<file path="src/rtl/pwm_shadow_pkg.sv">
package pwm_shadow_pkg;

    typedef enum logic {
        EDGE_SINGLE = 1'b0,
        EDGE_DOUBLE = 1'b1
    } edge_mode_e;

    // Write address of the control word for a given channel count
    function automatic int unsigned ctrl_addr(input int unsigned nch);
        return nch + 1;
    endfunction

    // Write address of the arm (load request) word
    function automatic int unsigned arm_addr(input int unsigned nch);
        return nch + 2;
    endfunction

    // Lowest control bit holding an output enable (channel 1)
    function automatic int unsigned en_lo(input int unsigned nch);
        return nch + 3;
    endfunction

endpackage

</file>
<file path="src/rtl/pwm_cmp_bank.sv">
module pwm_cmp_bank
    import pwm_shadow_pkg::*;
#(
    parameter int NCMP = 7,
    parameter int CW   = 16,
    parameter int AW   = 4,
    parameter int DW   = 16
) (
    input  logic                      clk,
    input  logic                      rst_n,
    input  logic                      wrap_i,
    input  logic                      wr_en_i,
    input  logic [AW-1:0]             wr_addr_i,
    input  logic [DW-1:0]             wr_data_i,
    output logic [NCMP-1:0][CW-1:0]   hold_o,
    output logic [NCMP-1:0][CW-1:0]   shad_o,
    output logic [NCMP-1:0]           arm_o
);

    localparam int ARM_ADDR = arm_addr(NCMP - 1);

    typedef struct packed {
        logic [NCMP-1:0][CW-1:0] hold;
        logic [NCMP-1:0][CW-1:0] shad;
        logic [NCMP-1:0]         arm;
    } bank_t;

    bank_t bank_d, bank_q;

    always_comb begin
        bank_d = bank_q;
        // boundary transfer of armed slots, then the arm bit drops
        if (wrap_i) begin
            for (int k = 0; k < NCMP; k++) begin
                if (bank_q.arm[k]) begin
                    bank_d.shad[k] = bank_q.hold[k];
                    bank_d.arm[k]  = 1'b0;
                end
            end
        end
        if (wr_en_i) begin
            for (int k = 0; k < NCMP; k++) begin
                if (wr_addr_i == AW'(k)) begin
                    bank_d.hold[k] = wr_data_i[CW-1:0];
                end
            end
            // new arm requests are merged after the clear
            if (wr_addr_i == AW'(ARM_ADDR)) begin
                bank_d.arm = bank_d.arm | wr_data_i[NCMP-1:0];
            end
        end
    end

    always_ff @(posedge clk) begin
        if (!rst_n) begin
            bank_q <= '0;
        end else begin
            bank_q <= bank_d;
        end
    end

    assign hold_o = bank_q.hold;
    assign shad_o = bank_q.shad;
    assign arm_o  = bank_q.arm;

endmodule

</file>
<file path="src/rtl/pwm_chan.sv">
module pwm_chan
    import pwm_shadow_pkg::*;
#(
    parameter int CW = 16
) (
    input  logic          clk,
    input  logic          rst_n,
    input  logic [CW-1:0] cnt_i,
    input  logic [CW-1:0] lo_cmp_i,
    input  logic [CW-1:0] hi_cmp_i,
    input  edge_mode_e    mode_i,
    input  logic          en_i,
    output logic          out_o
);

    typedef struct packed {
        logic level;
    } chan_t;

    chan_t chan_d, chan_q;
    logic  set_ev, clr_ev, level_now;

    always_comb begin
        chan_d = chan_q;
        if (mode_i == EDGE_DOUBLE) begin
            set_ev = (cnt_i == lo_cmp_i);
        end else begin
            set_ev = (cnt_i == '0);
        end
        clr_ev = (cnt_i == hi_cmp_i);
        // clear has priority over set
        if (clr_ev) begin
            level_now = 1'b0;
        end else if (set_ev) begin
            level_now = 1'b1;
        end else begin
            level_now = chan_q.level;
        end
        // state keeps tracking even while the output is gated
        chan_d.level = level_now;
    end

    always_ff @(posedge clk) begin
        if (!rst_n) begin
            chan_q <= '0;
        end else begin
            chan_q <= chan_d;
        end
    end

    assign out_o = en_i & level_now;

endmodule

</file>
<file path="src/rtl/pwm_shadow_top.sv">
module pwm_shadow_top
    import pwm_shadow_pkg::*;
#(
    parameter  int NCH    = 6,
    parameter  int CW     = 16,
    localparam int NCMP   = NCH + 1,
    localparam int CTRL_W = 2 * NCH + 3,
    localparam int AW     = $clog2(NCH + 3),
    localparam int DW     = (CW > CTRL_W) ? CW : CTRL_W
) (
    input  logic          clk,
    input  logic          rst_n,
    input  logic [CW-1:0] cnt_i,
    input  logic          wrap_i,
    input  logic          wr_en_i,
    input  logic [AW-1:0] wr_addr_i,
    input  logic [DW-1:0] wr_data_i,
    output logic [NCH-1:0] out_o,
    output logic [CW-1:0] period_o
);

    localparam int CTRL_ADDR = ctrl_addr(NCH);
    localparam int EN_LO     = en_lo(NCH);

    typedef struct packed {
        logic [NCH:2]   dbl;
        logic [NCH-1:0] en;
    } ctrl_t;

    ctrl_t ctrl_d, ctrl_q;

    logic [NCMP-1:0][CW-1:0] hold_w;
    logic [NCMP-1:0][CW-1:0] shad_w;
    logic [NCMP-1:0]         arm_w;
    logic [NCH:2]            dbl_q;
    logic [NCH-1:0]          en_q;
    edge_mode_e              mode_w [NCH];

    always_comb begin
        ctrl_d = ctrl_q;
        if (wr_en_i && wr_addr_i == AW'(CTRL_ADDR)) begin
            ctrl_d.dbl = wr_data_i[NCH:2];
            ctrl_d.en  = wr_data_i[EN_LO+NCH-1:EN_LO];
        end
    end

    always_ff @(posedge clk) begin
        if (!rst_n) begin
            ctrl_q <= '0;
        end else begin
            ctrl_q <= ctrl_d;
        end
    end

    assign dbl_q = ctrl_q.dbl;
    assign en_q  = ctrl_q.en;

    pwm_cmp_bank #(
        .NCMP (NCMP),
        .CW   (CW),
        .AW   (AW),
        .DW   (DW)
    ) u_bank (
        .clk       (clk),
        .rst_n     (rst_n),
        .wrap_i    (wrap_i),
        .wr_en_i   (wr_en_i),
        .wr_addr_i (wr_addr_i),
        .wr_data_i (wr_data_i),
        .hold_o    (hold_w),
        .shad_o    (shad_w),
        .arm_o     (arm_w)
    );

    assign period_o = shad_w[0];

    for (genvar g = 0; g < NCH; g++) begin : g_ch
        if (g == 0) begin : g_fixed
            assign mode_w[g] = EDGE_SINGLE;
        end else begin : g_sel
            assign mode_w[g] = edge_mode_e'(dbl_q[g+1]);
        end

        pwm_chan #(
            .CW (CW)
        ) u_ch (
            .clk      (clk),
            .rst_n    (rst_n),
            .cnt_i    (cnt_i),
            .lo_cmp_i (shad_w[g]),
            .hi_cmp_i (shad_w[g+1]),
            .mode_i   (mode_w[g]),
            .en_i     (en_q[g]),
            .out_o    (out_o[g])
        );
    end

endmodule

</file>
<file path="config.mk">
export PLATFORM = sky130hd
export DESIGN_NAME = pwm_shadow_top
export DESIGN_NICKNAME = d
export VERILOG_FILES = /design/src/rtl/pwm_shadow_pkg.sv /design/src/rtl/pwm_cmp_bank.sv /design/src/rtl/pwm_chan.sv /design/src/rtl/pwm_shadow_top.sv
export SDC_FILE = /design/constraint.sdc
export NUM_CORES = 1
export LEC_CHECK = 0
export BUFFER_PORTS_ARGS = -buffer_cell sky130_fd_sc_hd__buf_2
export CORE_ASPECT_RATIO = 1.5
export CORE_UTILIZATION = 60
export CTS_CLUSTER_SIZE = 12
export DETAILED_ROUTE_END_ITERATION = 10
export PLACE_DENSITY = 0.77
export SLEW_MARGIN = 20
export SYNTH_ARGS = -nofsm -noshare
export SYNTH_HDL_FRONTEND = slang
export SYNTH_SLANG_ARGS = --single-unit
</file>
<file path="constraint.sdc">
create_clock -name clk -period 1.85 [get_ports clk]
set_clock_uncertainty 0.15 [all_clocks]
set_input_delay 0.0925 -clock clk [delete_from_list [all_inputs] [get_ports clk]]
set_output_delay 0.0925 -clock clk [all_outputs]
set_load 0.03 [all_outputs]
</file>
; ---- Word level (Yosys, flattened, before mapping)
; Index checks and enable logic that the tools add are counted.
[classes]
mux = 20
n_eq_ne = 14
bitwise = 7
reduce_logical = 17
[ops]
columns = operator, n
row1 = == test 16 bit, 6
row2 = AND reduction 2 bit, 14
row3 = two-way mux 7 bit, 3
row4 = two-way mux 1 bit, 17
row5 = == test 4 x 3 -> 1 bit (second input constant), 4
row6 = logical NOT 16 bit, 1
row7 = == test 4 x 2 -> 1 bit (second input constant), 2
row8 = bitwise OR 7 bit, 1
row9 = bitwise AND 1 bit, 6
row10 = == test 4 x 1 -> 1 bit (second input constant), 1
row11 = == test 4 bit (second input constant), 1
row12 = logical NOT 4 bit, 1
row13 = logical AND 1 bit, 1
[word_totals]
ff_bits = 248
out_inout_bits = 22
inputBits = 40

; ---- Depth between registers and ports, before layout
[depth]
ltp_word = 5
depth_mapped = 8
depth_no_buf = 4

; ---- Hierarchy
; A second synthesis with hierarchy kept.
[unflattened]
cells_unflattened = 1292
area_unflattened_um2 = 11602.4
[by_module_without_submodules]
columns = module, seq_area_each_um2, cells_each, n_inst, area_each_um2
row1 = pwm_cmp_bank, 4624.4, 912, 1, 8520.7
row2 = pwm_chan, 20.0, 55, 6, 437.9
row3 = pwm_shadow_top, 220.2, 50, 1, 454.2

; ---- Least setup slack after synthesis
; Ideal clock, no wire load.
[synth_path]
path_kind = reg2out
start = register u_bank.bank_q (netlist bit u_bank.shad_o[24])
end = output out_o[1]
required_time_ns = 1.607
path_buffers = 1
t_arrival_ns = 1.463
stages_incl_launch_ff = 6
setup_slack_ns = 0.144
cell_sequence = dfxtp_1 > xor2_1 > nor4_1 > nand4_1 > a2111oi_0 > buf_4
[synth_between]
elab_chain_len = 5
[synth_lines]
columns = element, line_no
row1 = from (decl), pwm_cmp_bank.sv:28  ; bank_t bank_d, bank_q;
row2 = from (signal assigned), pwm_cmp_bank.sv:58  ; bank_q <= bank_d;
row3 = == test 16 bit, pwm_chan.sv:26  ; set_ev = (cnt_i == lo_cmp_i);
row4 = two-way mux 1 bit, pwm_chan.sv:25  ; if (mode_i == EDGE_DOUBLE) begin
row5 = two-way mux 1 bit, pwm_chan.sv:34  ; end else if (set_ev) begin
row6 = two-way mux 1 bit, pwm_chan.sv:32  ; if (clr_ev) begin
row7 = bitwise AND 1 bit, pwm_chan.sv:51  ; assign out_o = en_i & level_now;
row8 = to (decl), pwm_shadow_top.sv:18  ; output logic [NCH-1:0] out_o,
; No other way between the ends.

; ---- Final worst setup path
[layout_path]
start = register u_bank.bank_q (netlist bit u_bank.shad_o[28])
end = output out_o[1]
; The elaborated chain is that of the path after synthesis.

==> flow_summary.ini <==
[global_route]
grt-ovfl-total = 0
grt_pass1_wl_mm = 45.15
grt_start_max_net_pins = 57
grtUsageTotal_pct = 33.90
grt_pass1_vias = 8541
antenna_found_initial = 0

[floorplan]
dieArea_um2 = 17250
row_count = 57
initial_core_util_pct = 61.70
die_w_um = 107.6
die_height_um = 160.4
io_pins = 62
coreArea_um2 = 16260

[cts]
clk-insertion-delay-late_ns = 0.51
h-tree-depth = 1
cts-buffers-inserted = 24
path_clk_slew_ns = 0.06
cts_tree = built
clockRootBuffer = clkbuf_16
clk_path_buf_depth = 3
cts_num_sinks = 248

[power]
p_comb_share_pct = 6.5
peakVddDrop_uv = 922.0
intPower_mw = 8.024
switchingPower_mw = 2.386
p_per_area_nw_per_um2 = 882.1
cellLeakagePower_nw = 4.269
seq_power_share_pct = 51.8
clock_power_share_pct = 41.7
swShare_pct = 22.92

[flow_run]
cap_violations = 0

[synth]
muxShareOfSynthArea_pct = 2.195
yosys_warnings = 0
netlist_area_um2 = 10030
synth.distinct_cells = 32
synthAdderAreaFrac_pct = 0
yosys.area_share.simple_pct = 22.82
netlist_instances = 1260
yosys-top-cells-count = nand2_1, dfxtp_1, a21oi_1, xor2_1, clkbuf_1
synth_edf_count = 0
synth-compound-area-share_pct = 12.10
yosysTopAreaCell = dfxtp_1
synth_xor_area_share_pct = 8.381
yosys.area.top_type_share_pct = 49.49
synth_nets = 1300
synth_area_leaders = dfxtp_1, nand2_1, a21oi_1
yosys_register_bits = 248
ys_seq_area_share_pct = 49.49
syn_avg_cell_area_um2 = 7.962
yosysMostFrequentCell = nand2_1
synthArstFlopShare_pct = 0
synth_top_family_by_area = simple AND/OR/NAND/NOR gates
ys.flop_type = dfxtp_1

[cells_and_area]
diodes = 0
nets = 1370
final_core_util_pct = 72.58
syn_to_final_growth_pct = 17.64
drive_above_1_share_pct = 15.32

[sta]
min_period_ns = 2.569
maxSlewViolCount = 0
fmax_mhz = 389.3
final.setup.worst_slack_ns = -0.7185
tightest_slew_ns = 0.6552
rsz0062_at_grt = yes
max_slew_margin_pct = 56.32
hold_ws_ns = 0.01800
tns_ns = -3.484
timing.final.crit_share_pct = 138.8
finalHoldViolCount = 0
finalSetupViolations = 6

[placement]
place.port_buffers = 61
place_hpwl_mm = 18.18
gp_congestion = 0.8621

[setup_path]
crit_path_start_kind = flop
crit_type = reg -> out
end_kind = output pin
arrival_ns = 2.33
cp_max_fo = 2
required_ns = 1.61

[drt]
drc_errors = 0
drtIter0Drc = 657
vias_per_cell = 5.755
drtPass1Iterations = 5
via_count = 8851
antenna_left = 0
routed_wl_mm = 29.01
detail_route.wl_per_cell_um = 18.86

[worst_hold_path]
min-delay-path-class = in -> reg

[status]
violations = negative setup slack
status = finished with violations
-- critical path, stage by stage (launching register included) --
cell and delay, ns:
dfxtp_1 0.32, xor2_1 0.17, nor4_1 0.45, nand4_1 0.21, a2111oi_2 0.37, buf_4 0.18
buf_6 0.12
-- state kept, by name, indices dropped and copies added (netlist names) --
name,count
dbl_q,5
en_q,6
g_ch.u_ch.chan_q,6
u_bank.arm_o,7
u_bank.hold_o,112
u_bank.shad_o,112
-- worst paths after layout --
kind                                        start                  end  slack, ns  cells after the start
worst max-delay path            u_bank.shad_o[28]             out_o[1]      -0.72                      6
worst max register to register  u_bank.shad_o[57]  g_ch[3].u_ch.chan_q       0.01                      6
worst min-delay path                 wr_addr_i[2]    u_bank.hold_o[60]       0.02                      5
worst min register to register  u_bank.hold_o[75]    u_bank.shad_o[75]       0.29                      2
-- per-stage QoR --
stage | std cells | instance area, µm² | total power [mW] | setup WS, ns
floorplan | 1260 | 10030 | 5.843 | 0.1441
global placement | 1487 | 10700 | 6.106 | -0.2939
detailed placement | 1487 | 10700 | 6.113 | -0.3296
CTS | 1536 | 11700 | 10.39 | -0.6667
global route | 1538 | 11800 | 10.67 | -0.7271
finish | 1538 | 11800 | 10.41 | -0.7185
-- power groups by stage --
stage | clock network (mW) | logic [mW] | registers, mW
after floorplan | 0 | 0.334 | 5.51
after global placement | 0 | 0.593 | 5.51
after detailed placement | 0 | 0.599 | 5.51
after CTS | 4.35 | 0.645 | 5.40
after global routing | 4.57 | 0.703 | 5.40
final | 4.34 | 0.675 | 5.40
-- layout by cell type (no fill, tap or decap), types with 2 or more instances in the layout --
master	instances
xor2_2	3
a21oi_1	220
o21ai_0	5
a2111oi_1	2
buf_12	5
dlygate4sd3_1	20
and2_1	7
xnor2_1	16
clkbuf_1	2
buf_6	2
dfxtp_2	12
buf_2	55
clkbuf_16	25
nor3b_2	2
nand2_1	429
nor4_4	2
a2111oi_4	2
nor2_1	32
dfxtp_1	236
xor2_1	77
or3_1	4
mux2i_1	22
nand4_1	9
nor4_1	13
nor3_1	6
and4_1	5
a2111oi_2	5
buf_4	71
nor2b_1	12
nor3_2	4
inv_1	5
nor4_2	11
-- metal layers --
layer / part of all wire [%] / up-vias / wire length, µm / global-route usage, %
met5: 0 / - / 0 / 0
met4: 4.4 / 0 / 1263 / 14.94
met3: 7.2 / 87 / 2090 / 4.140
met2: 48 / 356 / 13900 / 56.12
met1: 41 / 4193 / 11760 / 44.05
li1: - / 4215 / - / -
-- final cells by class --
| class | count | area (µm²) |
|---|---|---|
| Sequential cell | 248 | 4980 |
| Inverter | 6 | 27.53 |
| Clock buffer | 28 | 646.9 |
| Multi-Input combinational cell | 897 | 4758 |
| Timing Repair Buffer | 153 | 1131 |
| Fill cell | 1262 | 4459 |
| Tap cell | 206 | 257.7 |
-- what timing repair did --
| item | CTS | global route |
|---|---|---|
| endpoints found under the hold margin | 146 | 0 |
| hold buffers | 20 | 0 |
| pin swaps | 5 | 7 |
| resized for setup | 39 | 18 |
| setup buffers | 1 | 2 |
| endpoints found under the setup margin | 6 | 10 |
-- kinds of logic (layout without fill, tap and decap cells) --
logic type             Yosys count  in the layout
AND/OR/NAND/NOR                544            544
flip-flops                     248            248
AO/OA/AOI/OAI                  235            235
buffers and inverters          115            187
XOR/XNOR                        96             96
multiplexers                    22             22
Power figures use the tool's default switching activity.
